**config.mk**
```make
export PLATFORM = sky130hd
export DESIGN_NAME = sensor_serial_seq
export DESIGN_NICKNAME = d
export VERILOG_FILES = /design/src/rtl/sseq_pkg.sv /design/src/rtl/sseq_gap_timer.sv /design/src/rtl/sseq_byte_engine.sv /design/src/rtl/sensor_serial_seq.sv
export SDC_FILE = /design/constraint.sdc
export NUM_CORES = 1
export LEC_CHECK = 0
export BUFFER_PORTS_ARGS = -buffer_cell sky130_fd_sc_hd__buf_2
export CAP_MARGIN = 20
export CORE_ASPECT_RATIO = 0.9
export CORE_MARGIN = 2
export CORE_UTILIZATION = 50
export DETAILED_ROUTE_END_ITERATION = 8
export GPL_ROUTABILITY_DRIVEN = 0
export GPL_TIMING_DRIVEN = 0
export PLACE_DENSITY = 0.69
export REMOVE_ABC_BUFFERS = 1
export SLEW_MARGIN = 20
export SYNTH_ARGS = -nofsm -noshare
export SYNTH_HDL_FRONTEND = slang
export SYNTH_SLANG_ARGS = --single-unit
export TNS_END_PERCENT = 100
```
**constraint.sdc**
```tcl
create_clock -name clk -period 4.6 [get_ports clk]
set_input_delay 0.69 -clock clk [delete_from_list [all_inputs] [get_ports clk]]
set_output_delay 0.69 -clock clk [all_outputs]
set_load 0.05 [all_outputs]
```
**src/rtl/sseq_pkg.sv**
```systemverilog
package sseq_pkg;
  typedef enum logic [1:0] {
    K_WRITE = 2'd0,
    K_READ  = 2'd1,
    K_BURST = 2'd2,
    K_RSVD  = 2'd3
  } cmd_kind_e;

  typedef enum logic [1:0] {
    P_NONE,
    P_WRITE,
    P_READ,
    P_BURST
  } last_cmd_e;

  typedef enum logic [2:0] {
    S_IDLE,
    S_LEAD,
    S_ADDR,
    S_TURN,
    S_RDATA,
    S_WDATA
  } seq_state_e;

  localparam int BURST_MAX = 8;
  localparam int BURST_MIN = 2;

  function automatic int imax(int a, int b);
    return (a > b) ? a : b;
  endfunction
endpackage

```
**src/rtl/sseq_gap_timer.sv**
```systemverilog
module sseq_gap_timer
  import sseq_pkg::*;
#(
  parameter int T_WW = 5,
  parameter int T_WR = 7,
  parameter int T_RR = 4,
  parameter int T_RW = 9,
  parameter int T_BX = 12
) (
  input  logic      clk,
  input  logic      rst,
  input  logic      done,
  input  last_cmd_e done_kind,
  output logic      ok_wr,
  output logic      ok_rd
);
  localparam int GMAX = imax(imax(imax(T_WW, T_WR), imax(T_RR, T_RW)), T_BX);
  localparam int GW   = imax(1, $clog2(GMAX + 1));
  localparam logic [GW-1:0] GSAT = GW'(GMAX);

  last_cmd_e     last;
  logic [GW-1:0] since;
  logic [GW-1:0] need_w, need_r;

  always_ff @(posedge clk) begin
    if (rst) begin
      last  <= P_NONE;
      since <= '0;
    end else if (done) begin
      last  <= done_kind;
      since <= '0;
    end else if (since != GSAT) begin
      since <= since + 1'b1;
    end
  end

  always_comb begin
    case (last)
      P_WRITE: begin need_w = GW'(T_WW); need_r = GW'(T_WR); end
      P_READ:  begin need_w = GW'(T_RW); need_r = GW'(T_RR); end
      P_BURST: begin need_w = GW'(T_BX); need_r = GW'(T_BX); end
      default: begin need_w = '0;        need_r = '0;        end
    endcase
  end

  assign ok_wr = (last == P_NONE) || (since >= need_w);
  assign ok_rd = (last == P_NONE) || (since >= need_r);
endmodule

```
**src/rtl/sseq_byte_engine.sv**
```systemverilog
module sseq_byte_engine #(
  parameter int HALF = 2
) (
  input  logic       clk,
  input  logic       rst,
  input  logic       start,
  input  logic [7:0] tx_byte,
  input  logic       sdi,
  output logic       sclk,
  output logic       sdo,
  output logic       byte_end,
  output logic       rx_valid,
  output logic [7:0] rx_byte
);
  localparam int CW = (2 * HALF > 2) ? $clog2(2 * HALF) : 1;
  localparam logic [CW-1:0] C_RISE = CW'(HALF - 1);
  localparam logic [CW-1:0] C_LAST = CW'(2 * HALF - 1);

  logic          active;
  logic [CW-1:0] cnt;
  logic [2:0]    bitn;
  logic [7:0]    tsh, rsh;

  assign byte_end = active && (bitn == 3'd0) && (cnt == C_LAST);

  always_ff @(posedge clk) begin
    if (rst) begin
      active   <= 1'b0;
      cnt      <= '0;
      bitn     <= '0;
      tsh      <= '0;
      rsh      <= '0;
      sclk     <= 1'b1;
      sdo      <= 1'b0;
      rx_valid <= 1'b0;
      rx_byte  <= '0;
    end else begin
      rx_valid <= 1'b0;
      if (start) begin
        active <= 1'b1;
        cnt    <= '0;
        bitn   <= 3'd7;
        sclk   <= 1'b0;
        sdo    <= tx_byte[7];
        tsh    <= {tx_byte[6:0], 1'b0};
      end else if (active) begin
        if (cnt == C_RISE) begin
          sclk <= 1'b1;
          rsh  <= {rsh[6:0], sdi};
          cnt  <= cnt + 1'b1;
          if (bitn == 3'd0) begin
            rx_valid <= 1'b1;
            rx_byte  <= {rsh[6:0], sdi};
          end
        end else if (cnt == C_LAST) begin
          if (bitn == 3'd0) begin
            active <= 1'b0;
          end else begin
            sclk <= 1'b0;
            sdo  <= tsh[7];
            tsh  <= {tsh[6:0], 1'b0};
            bitn <= bitn - 1'b1;
            cnt  <= '0;
          end
        end else begin
          cnt <= cnt + 1'b1;
        end
      end
    end
  end
endmodule

```
**src/rtl/sensor_serial_seq.sv**
```systemverilog
module sensor_serial_seq
  import sseq_pkg::*;
#(
  parameter int          HALF       = 2,
  parameter int          T_WW       = 5,
  parameter int          T_WR       = 7,
  parameter int          T_RR       = 4,
  parameter int          T_RW       = 9,
  parameter int          T_BX       = 12,
  parameter int          T_RAD      = 6,
  parameter int          LW         = 4,
  parameter logic [6:0]  BURST_ADDR = 7'h50
) (
  input  logic          clk,
  input  logic          rst,
  input  logic          req_valid,
  input  logic [1:0]    req_kind,
  input  logic [6:0]    req_addr,
  input  logic [7:0]    req_wdata,
  input  logic [LW-1:0] req_blen,
  output logic          busy,
  output logic          req_err,
  output logic          rsp_valid,
  output logic [7:0]    rsp_data,
  output logic          cs_n,
  output logic          sclk,
  output logic          sdio_o,
  output logic          sdio_oe,
  input  logic          sdio_i
);
  localparam int TW = (T_RAD > 1) ? $clog2(T_RAD) : 1;
  localparam logic [TW-1:0] TLAST = TW'(T_RAD - 1);

  seq_state_e    st;
  cmd_kind_e     k, kind_q;
  logic [6:0]    addr_q;
  logic [7:0]    wdata_q;
  logic [LW-1:0] left;
  logic [TW-1:0] tcnt;
  logic          ok_wr, ok_rd, gap_ok, bad, take, refuse;
  logic          eng_start, eng_end, eng_rx_valid;
  logic [7:0]    eng_tx, eng_rx_byte;
  logic          done;
  last_cmd_e     done_kind;

  assign k      = cmd_kind_e'(req_kind);
  assign gap_ok = (k == K_WRITE) ? ok_wr : ok_rd;
  assign busy   = !((st == S_IDLE) && gap_ok);
  assign bad    = (k == K_RSVD) ||
                  ((k == K_BURST) && ((req_blen < LW'(BURST_MIN)) || (req_blen > LW'(BURST_MAX))));
  assign take   = req_valid && !busy && !bad;
  assign refuse = req_valid && !busy && bad;

  always_comb begin
    eng_start = 1'b0;
    eng_tx    = 8'h00;
    case (st)
      S_LEAD: begin
        eng_start = 1'b1;
        eng_tx    = {kind_q == K_WRITE, addr_q};
      end
      S_ADDR: if (eng_end && kind_q == K_WRITE) begin
        eng_start = 1'b1;
        eng_tx    = wdata_q;
      end
      S_TURN:  eng_start = (tcnt == TLAST);
      S_RDATA: eng_start = eng_end && (left > LW'(1));
      default: ;
    endcase
  end

  assign done = eng_end && ((st == S_WDATA) || ((st == S_RDATA) && (left <= LW'(1))));

  always_comb begin
    case (kind_q)
      K_WRITE: done_kind = P_WRITE;
      K_BURST: done_kind = P_BURST;
      default: done_kind = P_READ;
    endcase
  end

  always_ff @(posedge clk) begin
    if (rst) begin
      st      <= S_IDLE;
      kind_q  <= K_WRITE;
      addr_q  <= '0;
      wdata_q <= '0;
      left    <= '0;
      tcnt    <= '0;
      cs_n    <= 1'b1;
      sdio_oe <= 1'b1;
      req_err <= 1'b0;
    end else begin
      req_err <= refuse;
      case (st)
        S_IDLE: if (take) begin
          cs_n    <= 1'b0;
          kind_q  <= k;
          addr_q  <= (k == K_BURST) ? BURST_ADDR : req_addr;
          wdata_q <= req_wdata;
          left    <= (k == K_BURST) ? req_blen : LW'(1);
          st      <= S_LEAD;
        end
        S_LEAD: st <= S_ADDR;
        S_ADDR: if (eng_end) begin
          if (kind_q == K_WRITE) begin
            st <= S_WDATA;
          end else begin
            st      <= S_TURN;
            sdio_oe <= 1'b0;
            tcnt    <= '0;
          end
        end
        S_TURN: begin
          if (tcnt == TLAST) st <= S_RDATA;
          else               tcnt <= tcnt + 1'b1;
        end
        S_RDATA: if (eng_end && left > LW'(1)) left <= left - 1'b1;
        default: ;
      endcase
      if (done) begin
        st      <= S_IDLE;
        cs_n    <= 1'b1;
        sdio_oe <= 1'b1;
      end
    end
  end

  sseq_gap_timer #(
    .T_WW(T_WW), .T_WR(T_WR), .T_RR(T_RR), .T_RW(T_RW), .T_BX(T_BX)
  ) u_gap (
    .clk(clk), .rst(rst), .done(done), .done_kind(done_kind),
    .ok_wr(ok_wr), .ok_rd(ok_rd)
  );

  sseq_byte_engine #(.HALF(HALF)) u_eng (
    .clk(clk), .rst(rst), .start(eng_start), .tx_byte(eng_tx), .sdi(sdio_i),
    .sclk(sclk), .sdo(sdio_o), .byte_end(eng_end),
    .rx_valid(eng_rx_valid), .rx_byte(eng_rx_byte)
  );

  assign rsp_valid = eng_rx_valid && (st == S_RDATA);
  assign rsp_data  = eng_rx_byte;
endmodule

```
# Word level (Yosys, flattened, before mapping)
# Index checks and enable logic that the tools add are counted.
# word_totals
word_cells	154
ff_bits	67
out_inout_bits	15
# classes
bitwise	4
n_addsub	5
muxes	51
eq_ne	25
magnitude_cmp	6
reduce_logical	43
# ops
op	count
8-bit 2-to-1 mux	6
3-bit 2-to-1 mux	12
4-bit one-hot mux with 3 select lines	2
1-bit 2-to-1 mux	18
2-bit != test (second input constant)	8
8-bit one-hot mux with 2 select lines	1
4-bit AND reduction	4
2-bit == test (second input constant)	6
1-bit logical AND	12
4-bit 2-to-1 mux	3
3-bit one-hot mux with 4 select lines	1
3-bit AND reduction	4
3-bit == test (second input constant)	3
4-bit >= comparator	2
4-bit one-hot mux with 2 select lines	1
2-bit nonzero test	4
7-bit 2-to-1 mux	1
3-bit by 2-bit == test with 1-bit output (second input constant)	2
2-bit logical NOT	3
3-bit logical NOT	2
2-bit 2-to-1 mux	3
3-bit != test (second input constant)	2
3-bit one-hot mux with 2 select lines	1
1-bit logical OR	5
other kinds (21)	28

# Longest topological paths before layout
# logic_depth
ltp_word	10
ltp_mapped	11
mapped_depth_nobuf	9

# Cells and area by module
# Synthesis repeated with hierarchy kept, for this count alone.
# hier_totals
hier_cells	387
hier_area_um2	3434.5
# by_module_without_submodules
module	cells_per_inst	n_inst	seq_area_each_um2	area_per_inst_um2
sensor_serial_seq	196	1	600.6	1661.6
sseq_byte_engine	136	1	620.6	1290.0
sseq_gap_timer	55	1	120.1	483.0

# Least setup slack after synthesis
# OpenSTA, ideal clock, no wires.
# synth_path
kind	reg-to-output
startpoint	register u_gap.last[0]
endpoint	output busy
arrival_ns	1.959
setup_slack_ns	1.951
path_stages_with_launch	8
path_cell_list	dfxtp_1 inv_1 ha_1 ha_1 o211ai_1 a21oi_1 o21ai_0 or4_1
# synth_between
elab_chain_len	7
word_cells_on_any_way	13
classes_between	order compare (2); eq/ne (3); mux (3); reduce/logical (5)
# synth_rtl
item	line	rtl
start: declaration	sseq_gap_timer.sv:21	last_cmd_e last;
start signal: assignment	sseq_gap_timer.sv:30	last <= done_kind;
2-bit == test or 2-bit by 1-bit == test with 1-bit output (tied branches)	sseq_gap_timer.sv:38	case (last)
4-bit one-hot mux with 3 select lines	sseq_gap_timer.sv:38	
4-bit >= comparator (on tied branches)	sseq_gap_timer.sv:47, sseq_gap_timer.sv:46	
1-bit logical OR (on tied branches)	sseq_gap_timer.sv:47, sseq_gap_timer.sv:46	
1-bit 2-to-1 mux *	sensor_serial_seq.sv:47	assign gap_ok = (k == K_WRITE) ? ok_wr : ok_rd;
1-bit logical AND *	sensor_serial_seq.sv:48	assign busy = !((st == S_IDLE) && gap_ok);
1-bit logical NOT *	sensor_serial_seq.sv:48	
end: declaration	sensor_serial_seq.sv:21	output logic busy,
# Mark *: on every way between the ends. The rest lies on a longest branch, timed or not.

# Final worst setup path
# Same ends and word-level chain as after synthesis.

==> results.toml <==
[die]
start_util_pct = 52.0
fp.dieH_microns = 82.8
core-area_sq_um = 6620
ios = 40
die_w_microns = 91.5
dieArea_sq_um = 7570
row_count = 28

[job]
drv_cap = 0

[critical_path]
slowest_delay_ns = 0.42
end_kind = "output pin"
critical-path-top-delay-family = "adder cells"
cp_slowest_cell = "or4_1"
regToRegSetupSlack_ns = 1.92
crit_top_cell = "ha_1"
start_kind = "flop"
critical_path_required_ns = 3.91
critical_path_arrival_ns = 2.48
crit_chain = "inv_1 -> ha_1 -> ha_1 -> o211ai_1 -> a21oi_1 -> o21ai_0 -> or4_1 -> buf_2"
worstSetupPathType = "reg -> out"
cp_num_buf_inv = 2
cp_max_fo = 4

[drt]
ant_nets = 0
vias_per_cell = 5.55
dr.first_iter.drc_count = 128
drtPass1Iterations = 4
vias = 2795
drc = 0
routed_wl_microns = 7090
routedWlPerCell_microns = 14.1

[finish]
layout_commonest_cell = "dfxtp_1"
final_cell_mix = "dfxtp_1 (67), buf_2 (39), a21oi_1 (29), mux2i_1 (29), nor2_1 (27)"
areaGrowthSynthToFinish_pct = 12.4
num-fill-cells = 604
nNetsFinal = 456
fin_util_pct = 58.5
regArea_sq_um = 1340
num_antenna_cells = 0
multiInputGateArea_sq_um = 1950
layout-drive-gt1-share_pct = 17.6

[place]
place_ws_ns = 1.82
io_buffers = 39
hpwl_microns = 4820

[timing]
finalCritPeriodShare_pct = 68.9
rsz0062_at_grt = "false"
whs_ns = 0.449
finalMaxSlewViolations = 0
fin_setup_tns_ns = 0
fmax_ghz = 0.316
tightestPinTransition_ns = 1.02
setup_viol = 0
setup_ws_ns = 1.43
skew_ns = 0.0119
finalCriticalPeriod_ns = 3.17
hold_viol_final = 0
relSlewSlack_pct = 31.9

[power]
pwr-share-comb_pct = 13.7
swShare_pct = 28.1
vdd_drop_max_uv = 234
power_frac_seq_pct = 48.1
powerDensity_nw_per_um2 = 338
switchingPower_uw = 368
leakagePower_uw = 0.00155
pwr-share-clk_pct = 38.2
intPower_uw = 941

[logic_synthesis]
synth-seq-cells = 67
ys_warn_count = 0
synth_top_cell_by_area = "dfxtp_1"
synth_area_sq_um = 3450
synth.avg_cell_area_sq_um = 9.07
yosysTopAreaCellShare_pct = 38.9
ys_types = 52
synth-async-reset-ratio_pct = 0
ys.flop_type = "dfxtp_1"
synth_area_leaders = "dfxtp_1 (39%), mux2i_1 (8.4%), ha_1 (8.0%), a21oi_1 (4.2%), nand2b_1 (4.2%)"
synth_edf_count = 0
seq_area_frac_synth_pct = 38.9
synthCells = 380

[global_routing]
overflow = 0
antenna_found_initial = 0
grt_usage_pct = 19.7
grt_pass1_vias = 2569
grt_pass1_wl_microns = 11900
grt_max_degree = 63

[clock_tree]
holdBufCountCts = 0
cts.reportedPaths.clkPinSlew_ns = 0.07
clockBufferDepth = 2
cts_buffers = 9
cts_sinks = 67
cts_resized = 0
cts_setup_buffers = 0
htreeDepth = 3
clock_latency_ns = 0.34
cts_tree = "done"
cts-root-buf = "clkbuf_8"

[hold_path]
hp-class = "reg -> reg"

[run_status]
outcome = "complete, no violations"
==> through the flow <==
step                      instance area [sq um]  instances  power [uW]
after floorplan                            3330        357         762
after global placement                     3630        486         814
after detailed placement                   3670        488         822
after CTS                                  3870        504        1320
after global routing                       3870        504        1370
final                                      3870        504        1310
==> synthesized netlist by cell type, drive strengths merged (6+ instances only) <==
library cell,number
a21oi,30
a22oi,8
buf,12
clkbuf,11
dfxtp,67
ha,22
inv,14
mux2i,29
nand2,13
nand2b,23
nand3,17
nor2,27
nor2b,8
nor3,9
o21ai,25
o22ai,6
==> cells by family (layout without fill, tap and decap cells) <==
family                     after synthesis  count (layout)  share of synthesized area [%]
AOI/OAI and AO/OA                       95              95                           17.7
muxes                                   32              32                           9.62
and+or+nand+nor                        121             121                           19.2
buffers and inverters                   37              71                           4.97
xor gates and xnor gates                 6               6                           1.53
DFF                                     67              67                           38.9
adders and majority gates               22              22                           7.99
==> layout make-up <==
class                           count  share of cell area [%]
Inverter                           14                    1.36
Sequential cell                    67                    34.6
Tap cell                           90                    2.91
Multi-Input combinational cell    276                    50.4
Clock inverter                      5                    1.61
Clock buffer                       11                    3.65
Timing Repair Buffer               41                    5.43
==> sequential cells by signal, indices dropped and copies added, names as in the netlist, 4 cells and up <==
name	count
u_eng.tsh	7
addr_q	7
u_gap.since	4
u_eng.rx_byte	8
left	4
wdata_q	8
u_eng.rsh	7
==> power groups by stage <==
stage / sequential, uW / clock [uW] / combinational [uW]
2_1_floorplan: 648 / 0 / 114
3_3_place_gp: 642 / 0 / 172
3_5_place_dp: 643 / 0 / 178
4_1_cts: 630 / 509 / 179
5_1_grt: 635 / 530 / 201
6_report: 630 / 500 / 180
==> path summary, 6_finish.rpt <==
| path | start | cells past startpoint | to |
|---|---|---|---|
| max | u_gap.last[0] | 8 | busy |
| min reg2reg | sdio_oe | 1 | sdio_oe |
| max reg2reg | u_gap.last[1] | 8 | left[2] |
| min | sdio_oe | 1 | sdio_oe |
==> per-layer routing <==
metal	global-route usage (%)	vias to the layer above	part of all wire, %
li1	-	1417	-
met1	25.6	1312	49
met2	32.2	58	46
met3	5.99	8	4.4
met4	5.61	0	1.2
met5	0	-	0
No activity file was read; power rests on OpenSTA's default activity.
